File: src/rtl/stamp_pkg.sv
`timescale 1ns/1ps
package stamp_pkg;
    localparam int STAMP_W      = 14;
    localparam int CELLS_DFLT   = 2;
    localparam int SYNC_DFLT    = 2;

    typedef logic [STAMP_W-1:0] stamp_t;

    typedef struct packed {
        logic   valid;
        stamp_t stamp;
    } cell_t;

    function automatic int count_width(input int n);
        return $clog2(n + 1);
    endfunction
endpackage

File: src/rtl/stamp_hit_sync.sv
`timescale 1ns/1ps
module stamp_hit_sync #(
    parameter int STAGES = stamp_pkg::SYNC_DFLT
) (
    input  logic clk,
    input  logic rst,
    input  logic strobe_async,
    output logic hit_pulse
);
    // chain[0..STAGES-1] synchronise, chain[STAGES] holds the previous level
    logic [STAGES:0] chain;

    always_ff @(posedge clk) begin
        if (rst) chain <= '0;
        else     chain <= {chain[STAGES-1:0], strobe_async};
    end

    assign hit_pulse = chain[STAGES-1] & ~chain[STAGES];


    hit_single_chk: assert property (@(posedge clk) disable iff (rst)
        hit_pulse |=> !hit_pulse);
endmodule

File: src/rtl/stamp_ptr_ctrl.sv
`timescale 1ns/1ps
module stamp_ptr_ctrl #(
    parameter int N_CELLS = stamp_pkg::CELLS_DFLT
) (
    input  logic               clk,
    input  logic               rst,
    input  logic               train_start,
    input  logic               train_active,
    input  logic               hit_pulse,
    input  logic               rd_ack,
    input  logic [N_CELLS-1:0] cell_valid,
    output logic               wr_en,
    output logic [N_CELLS-1:0] wr_sel,
    output logic [N_CELLS-1:0] rd_sel,
    output logic               consume,
    output logic               rd_valid,
    output logic               empty,
    output logic               overflow
);
    localparam int CNT_W = stamp_pkg::count_width(N_CELLS);
    localparam logic [CNT_W-1:0] FULL = CNT_W'(N_CELLS);

    logic [CNT_W-1:0] wr_cnt, rd_cnt;
    logic accept, drop;

    always_comb begin
        wr_sel = '0;
        rd_sel = '0;
        for (int i = 0; i < N_CELLS; i++) begin
            if (wr_cnt == CNT_W'(i)) wr_sel[i] = 1'b1;
            if (rd_cnt == CNT_W'(i)) rd_sel[i] = 1'b1;
        end
    end

    assign accept   = hit_pulse && train_active && !train_start;
    assign wr_en    = accept && (wr_cnt < FULL);
    assign drop     = accept && (wr_cnt == FULL);
    assign rd_valid = !train_active && |(rd_sel & cell_valid);
    assign empty    = !train_active && !(|cell_valid);
    assign consume  = rd_ack && rd_valid && !train_start;

    always_ff @(posedge clk) begin
        if (rst || train_start) begin
            wr_cnt   <= '0;
            rd_cnt   <= '0;
            overflow <= 1'b0;
        end else begin
            if (wr_en)   wr_cnt   <= wr_cnt + 1'b1;
            if (drop)    overflow <= 1'b1;
            if (consume) rd_cnt   <= rd_cnt + 1'b1;
        end
    end


    wr_cnt_bound_chk: assert property (@(posedge clk) disable iff (rst)
        wr_cnt <= FULL);

    overflow_sticky_chk: assert property (@(posedge clk) disable iff (rst)
        (overflow && !train_start) |=> overflow);

    train_clear_chk: assert property (@(posedge clk) disable iff (rst)
        train_start |=> (wr_cnt == '0 && rd_cnt == '0 && !overflow));

    idle_no_write_chk: assert property (@(posedge clk) disable iff (rst)
        (!train_active && !train_start) |=> $stable(wr_cnt));
endmodule

File: src/rtl/stamp_cell_bank.sv
`timescale 1ns/1ps
module stamp_cell_bank #(
    parameter int N_CELLS = stamp_pkg::CELLS_DFLT
) (
    input  logic                             clk,
    input  logic                             rst,
    input  logic                             clear,
    input  logic                             wr_en,
    input  logic [N_CELLS-1:0]               wr_sel,
    input  stamp_pkg::stamp_t                stamp_in,
    input  logic                             consume,
    input  logic [N_CELLS-1:0]               rd_sel,
    output stamp_pkg::cell_t [N_CELLS-1:0]   cells
);
    for (genvar g = 0; g < N_CELLS; g++) begin : g_cell
        always_ff @(posedge clk) begin
            if (rst || clear) begin
                cells[g] <= '0;
            end else if (wr_en && wr_sel[g]) begin
                cells[g].valid <= 1'b1;
                cells[g].stamp <= stamp_in;
            end else if (consume && rd_sel[g]) begin
                cells[g].valid <= 1'b0;
            end
        end


        stamp_hold_chk: assert property (@(posedge clk) disable iff (rst)
            (cells[g].valid && !clear && !(wr_en && wr_sel[g]))
                |=> $stable(cells[g].stamp));
    end
endmodule

File: src/rtl/pixel_stamp_recorder.sv
`timescale 1ns/1ps
module pixel_stamp_recorder #(
    parameter int N_CELLS     = stamp_pkg::CELLS_DFLT,
    parameter int SYNC_STAGES = stamp_pkg::SYNC_DFLT
) (
    input  logic                         clk,
    input  logic                         rst,
    input  logic                         train_active,
    input  logic                         train_start,
    input  logic                         hit_strobe,
    input  logic [stamp_pkg::STAMP_W-1:0] stamp_bus,
    input  logic                         rd_ack,
    output logic [stamp_pkg::STAMP_W-1:0] rd_stamp,
    output logic                         rd_valid,
    output logic                         empty,
    output logic                         overflow
);
    import stamp_pkg::*;

    logic               hit_pulse, wr_en, consume;
    logic [N_CELLS-1:0] wr_sel, rd_sel, cell_valid;
    cell_t [N_CELLS-1:0] cells;

    stamp_hit_sync #(.STAGES(SYNC_STAGES)) u_sync (
        .clk(clk), .rst(rst), .strobe_async(hit_strobe), .hit_pulse(hit_pulse)
    );

    stamp_ptr_ctrl #(.N_CELLS(N_CELLS)) u_ctrl (
        .clk(clk), .rst(rst), .train_start(train_start),
        .train_active(train_active), .hit_pulse(hit_pulse), .rd_ack(rd_ack),
        .cell_valid(cell_valid), .wr_en(wr_en), .wr_sel(wr_sel),
        .rd_sel(rd_sel), .consume(consume), .rd_valid(rd_valid),
        .empty(empty), .overflow(overflow)
    );

    stamp_cell_bank #(.N_CELLS(N_CELLS)) u_bank (
        .clk(clk), .rst(rst), .clear(train_start), .wr_en(wr_en),
        .wr_sel(wr_sel), .stamp_in(stamp_bus), .consume(consume),
        .rd_sel(rd_sel), .cells(cells)
    );

    always_comb begin
        rd_stamp = '0;
        for (int i = 0; i < N_CELLS; i++) begin
            cell_valid[i] = cells[i].valid;
            if (rd_valid && rd_sel[i]) rd_stamp = rd_stamp | cells[i].stamp;
        end
    end


    no_read_in_train_chk: assert property (@(posedge clk) disable iff (rst)
        train_active |-> $stable(cell_valid) || $past(train_start) || $past(wr_en));
endmodule

File: config.mk
export PLATFORM = sky130hd
export DESIGN_NAME = pixel_stamp_recorder
export DESIGN_NICKNAME = d
export VERILOG_FILES = /design/src/rtl/stamp_pkg.sv /design/src/rtl/stamp_hit_sync.sv /design/src/rtl/stamp_ptr_ctrl.sv /design/src/rtl/stamp_cell_bank.sv /design/src/rtl/pixel_stamp_recorder.sv
export SDC_FILE = /design/constraint.sdc
export NUM_CORES = 1
export LEC_CHECK = 0
export BUFFER_PORTS_ARGS = -buffer_cell sky130_fd_sc_hd__buf_2
export CAP_MARGIN = 5
export CORE_UTILIZATION = 31
export DETAILED_ROUTE_END_ITERATION = 10
export PLACE_DENSITY_LB_ADDON = 0.08
export SYNTH_ARGS = -nofsm -noshare
export SYNTH_HDL_FRONTEND = slang
export SYNTH_SLANG_ARGS = --single-unit
File: constraint.sdc
create_clock -name clk -period 1.8 [get_ports clk]
set_clock_uncertainty 0.1 [all_clocks]
set_input_delay 0.09 -clock clk [delete_from_list [all_inputs] [get_ports clk]]
set_output_delay 0.09 -clock clk [all_outputs]
set_load 0.02 [all_outputs]
-- Yosys cells after proc, flatten, opt, wreduce, memory -nomap -nowiden
Cells that the tools add are included.
- output and inout port bits: 17
- flip-flop bits (word level): 38
- $add $sub $neg: 2
- equality and inequality tests: 3
- bitwise operators: 4
- reductions and logical operators: 24
- mux-type cells: 10
- $lt $le $gt $ge: 1
- operators with widths (cell ; count):
    two-way mux 14 bit ; 2
    logical AND 1 bit ; 14
    bitwise OR 14 bit ; 1
    two-way mux 1 bit ; 8
    adder 2 x 1 -> 2 bit, second input constant ; 2
    == test 2 x 1 -> 1 bit, second input constant ; 2
    logical NOT 2 bit ; 2
    nonzero test 2 bit ; 2
    OR reduction 2 bit ; 2
    logical NOT 1 bit ; 3
    AND 2 bit ; 1
    == test 2 bit, second input constant ; 1
    < comparator 2 bit, second input constant ; 1
    AND 1 bit ; 1
    logical OR 1 bit ; 1
    NOT 1 bit ; 1

-- Longest topological paths before layout
- word-level depth: 10
- depth in mapped cells: 6
- gate-level depth less buffers: 5

-- Modules after synthesis
Synthesis repeated with hierarchy kept, for this count alone.
- cell total of the unflattened synthesis: 209
- area total of the unflattened synthesis: 1901.8 um^2
- modules (own cells, without submodules) (module ; seq. area each (um^2) ; cells an instance ; times used ; area an instance (um^2)):
    stamp_cell_bank ; 600.6 ; 136 ; 1 ; 1286.2
    stamp_ptr_ctrl ; 100.1 ; 35 ; 1 ; 309.0
    pixel_stamp_recorder ; 0.0 ; 31 ; 1 ; 219.0
    stamp_hit_sync ; 60.1 ; 7 ; 1 ; 87.6

-- Least setup slack after synthesis
No wires, ideal clock.
- path type: register to output
- start point: register u_ctrl.rd_cnt[0]
- end point: output rd_stamp[0] in the netlist's numbering
- cell stages (with the launch flop): 7
- slack: 0.179 ns
- required time: 1.610 ns
- data arrival time: 1.431 ns
- cells stage by stage: dfxtp_1 -> inv_1 -> ha_1 -> inv_1 -> nor3_1 -> buf_2 -> a22o_1
- word-level cells in the longest chain between the ends: 9
- elaborated cells on any way between the ends: 12
- ends and longest elaborated chain (what ; line ; text):
    from (decl) ; stamp_ptr_ctrl.sv:23 ; logic [CNT_W-1:0] wr_cnt, rd_cnt;
    from (signal assigned) ; stamp_ptr_ctrl.sv:50 ; if (consume) rd_cnt <= rd_cnt + 1'b1;
    == test 2 x 1 -> 1 bit or logical NOT 2 bit (tied branches) ; stamp_ptr_ctrl.sv:31 ; if (rd_cnt == CNT_W'(i)) rd_sel[i] = 1'b1;
    two-way mux 1 bit ; stamp_ptr_ctrl.sv:31 ;
    AND 2 bit ; stamp_ptr_ctrl.sv:38 ; assign rd_valid = !train_active && |(rd_sel & cell_valid);
    OR reduction 2 bit ; stamp_ptr_ctrl.sv:38 ;
    logical AND 1 bit ; stamp_ptr_ctrl.sv:38 ;
    logical AND 1 bit ; pixel_stamp_recorder.sv:46 ; if (rd_valid && rd_sel[i]) rd_stamp = rd_stamp | cells[i].stamp;
    two-way mux 14 bit ; pixel_stamp_recorder.sv:46 ;
    bitwise OR 14 bit ; pixel_stamp_recorder.sv:46 ;
    two-way mux 14 bit (*) ; pixel_stamp_recorder.sv:46 ;
    to (decl) ; pixel_stamp_recorder.sv:13 ; output logic [stamp_pkg::STAMP_W-1:0] rd_stamp,
Mark *: on every way between the ends. The rest lies on a longest branch, timed or not.

-- Final worst setup path
- start point: register u_ctrl.rd_cnt[1]
- end point: output rd_stamp[13] in the netlist's numbering
Same word-level chain as after synthesis.

==> metrics list <==
- The flow ran to the end, but the final reports show violations.
- Violated checks: negative setup slack
* Non-filler cells, final: about 310
- Upper clock frequency limit: ~540 MHz
* Chip Width: roughly 76 microns
- During placement, the flow inserted port buffers numbering 36.
- Max clock buf depth: 2
* Routed length per placed instance: between 10 and 15 microns
- After clock tree synthesis, the clock-pin slew on the worst setup and hold paths is approximately 0.070 ns.
- The Yosys step of the flow raised 0 warnings.
* Share of post-route cells with drive strength above 1: 0.2743
- In this run the core area contains 26 standard-cell rows.
- The die is 75.90 microns tall.
- Endpoints failing setup: 9
- STA puts the critical path data arrival time at roughly 1.7 ns.
- Avg Inst Size Synth: 9.457 sq um
- End-of-flow core utilization: 0.4673
* Type of destination of the critical path: primary output
- Final-report hold violation count: 0
* Slew at the pin closest to its max-slew limit: around 0.43 ns
- Reported leakage power: about 1.0 nW
- Total CTS buffers: 5
- Setup repair after global routing could not meet its margin everywhere.
* Routed WL: roughly 4 mm
- The tightest min-delay check is of the in -> reg type.
- The first global-routing pass estimated approximately 6.5 mm of wire.
- The congestion estimate from routability-driven global placement came to 0.6867.
- DP Cell Count: around 280
- Headroom to the max-slew limit came out at 0.7129.
* Total power density per cell area: approximately 680 nW/um^2
* 1st-iter DRT viols: 51
* Final setup TNS: -0.4012 ns
- The max-slew violation count came to 0.
- Core Footprint: between 5000 and 6000 sq um
- In the finished design, the share of the clock period the worst path needs comes to 1.034.
- Number of instances in the synthesized netlist: 179
- The clock drives 38 sinks.
* Time the final worst path needs with I/O delays and setup: around 1.9 ns
- Area enclosed by the die boundary: roughly 5800 sq um
* Fillers: roughly 500
* Vias in the first global route: between 1,000 and 1,500
* Yosys reg bits: 38
- For this design the top-level I/O count stands at 37.
- The root buffer cell chosen for the clock tree is sky130_fd_sc_hd__clkbuf_8.
- Worst-case vdd ir drop: roughly 0.00030 V
* Clock tree from TritonCTS: built
- Seq/Total Area, Yosys: 0.4494
* Post-detail-place hpwl: roughly 2.6 mm
- Area growth from synthesis to final layout: 42.79%
- In the post-route analysis, the smallest setup slack over all paths is -0.06093 ns.
- Maximum number of pins on one net before global-route repair: 45
- Across all layers, the routed design uses 1,467 vias.
- Synthesis produced a netlist with a net count of just over 200.
* Startpoint types: flop
- Across every metal layer, demand over resource in global routing totals 0.1579.
- Vias/cell: about 4.8
- Ant diodes: 0
- For this configuration, the core starts out at a cell density of 0.3273.
- Antenna-violating nets left: 0
- After detailed routing, the number of remaining DRC violations is 0.
- WS Path Type: reg -> out
* Distinct cell type count after synthesis: 29
- The first detailed-routing pass took 4 iterations.
- Number of max-cap violations: 0
- In this run the number of H-tree levels came out at 2.
* Clk Latency, worst-skew pair: roughly 0.28 ns
- Sum of overflow across all layers after global routing: 0
- Setup slack after placement: -0.3480 ns
- CP Max Fanout: 6
- At the worst endpoint, the required time is approximately 1.6 ns.
- Net count of the finished layout: 261
- Number of antenna violations at the first check in global routing: 0
- Summed instance area of the synthesized netlist: around 1700 sq um
-- cell usage after synthesis (all sizes together) --
cell type  instances  area [sq um]
a22oi              1         7.510
o31ai              1         7.510
o21ai              3         15.01
or3b               1         8.760
or2                1         6.260
nor2               4         15.01
dfxtp             38         760.7
buf                7         57.55
clkbuf             4         15.01
inv                6         22.52
o211ai             1         7.510
and3               2         17.52
nor4bb             1         10.01
nor2b              3         18.77
mux2i             28         280.3
a21oi              8         40.04
a21o               1         7.510
a22o              14         122.6
nand2             43         161.4
or3                1         6.260
ha                 5         62.56
nor3               3         15.01
nand3              3         27.53
-- through the flow --
stage / instance area, sq um / power [W] / hold slack (ns)
2_1_floorplan: 1693 / 0.0009048 / 0.06161
5_1_grt: 2417 / 0.001734 / 0.09815
3_3_place_gp: 1916 / 0.0009363 / 0.1976
6_report: 2417 / 0.001652 / 0.1005
4_1_cts: 2442 / 0.001682 / 0.08736
3_5_place_dp: 1916 / 0.0009396 / 0.2048
-- what timing repair did --
| action | CTS | global route |
|---|---|---|
| hold endpoints to repair | 31 | 0 |
| pin swaps | 18 | 3 |
| hold buffers | 17 | 0 |
| gates resized for setup | 46 | 1 |
| cloned | 1 | 0 |
| buffers inserted | 6 | 0 |
| setup endpoints to repair | 14 | 15 |
-- power breakdown --
| group | total, W | switching (W) | internal [W] | leakage, nW |
|---|---|---|---|---|
| combinational | 0.000103 | 0.0000486 | 0.0000541 | 0.641 |
| sequential | 0.000846 | 0.00000188 | 0.000845 | 0.308 |
| clock | 0.000702 | 0.000288 | 0.000415 | 0.0524 |
| total | 0.00165 | 0.000338 | 0.00131 | 1.00 |
-- placed cells by master (no fill, tap or decap), types with 4 or more instances in the layout --
cell type | netlist | final
sky130_fd_sc_hd__nand2_1 | 43 | 43
sky130_fd_sc_hd__dfxtp_1 | 38 | 36
sky130_fd_sc_hd__mux2i_1 | 28 | 28
sky130_fd_sc_hd__buf_2 | 3 | 22
sky130_fd_sc_hd__dlygate4sd3_1 | 0 | 17
sky130_fd_sc_hd__buf_6 | 1 | 16
sky130_fd_sc_hd__a22o_1 | 14 | 14
sky130_fd_sc_hd__a21oi_1 | 8 | 6
sky130_fd_sc_hd__clkbuf_8 | 0 | 5
sky130_fd_sc_hd__buf_4 | 1 | 4
-- logic make-up (layout without fill, tap and decap cells) --
family	Yosys count	count (layout)	share of synthesized area
fa+ha+maj	5	5	0.03695
flops	38	38	0.4494
compound gates	29	29	0.1227
buf+inv	17	75	0.05616
mux	28	28	0.1656
simple gates	62	62	0.1693
-- registers in the layout, summed over array words and instances, names as in the netlist --
name	cells
u_sync.chain	3
u_ctrl.wr_cnt	2
u_ctrl.rd_cnt	2
u_ctrl.overflow	1
u_bank.cells	30
-- area by class of cell --
cell class | count | area [sq um] | area share
well taps | 70 | 87.58 | 0.03623
flip-flops and latches | 38 | 763.2 | 0.3157
inverters | 6 | 27.53 | 0.01139
multi-input cells | 124 | 902.1 | 0.3732
clock inverters | 1 | 30.03 | 0.01242
repair buffers | 61 | 530.5 | 0.2195
clock buffers | 7 | 76.32 | 0.03157
-- metal layers --
layer	track usage	vias to the layer above	routed length [microns]
met5	0	-	0
met4	0.06173	0	57
met3	0.03968	6	154
met2	0.2832	28	2000
met1	0.1787	703	1793
li1	-	730	-
-- worst max-delay path, cell delays in order (launching register included) --
cell and delay (ns):
sky130_fd_sc_hd__dfxtp_2 0.35, sky130_fd_sc_hd__inv_4 0.05, sky130_fd_sc_hd__ha_4 0.17, sky130_fd_sc_hd__a21oi_4 0.14, sky130_fd_sc_hd__nor3_4 0.06, sky130_fd_sc_hd__buf_6 0.12
sky130_fd_sc_hd__buf_12 0.12, sky130_fd_sc_hd__a22o_1 0.23, sky130_fd_sc_hd__buf_6 0.14
-- final timing paths --
check / startpoint / endpoint / slack, ns / depth (start not counted)
worst max-delay path: u_ctrl.rd_cnt[1]$_SDFFE_PP0N_ / rd_stamp[13] / -0.06 / 8
worst min-delay path: train_start / u_ctrl.rd_cnt[0]$_SDFFE_PP0N_ / 0.10 / 3
worst max register to register: u_sync.chain[1]$_SDFF_PP0_ / u_bank.cells[19]$_SDFFE_PP0P_ / 0.24 / 4
worst min register to register: u_sync.chain[0]$_SDFF_PP0_ / u_sync.chain[1]$_SDFF_PP0_ / 0.34 / 1
Power figures use the tool's default switching activity.
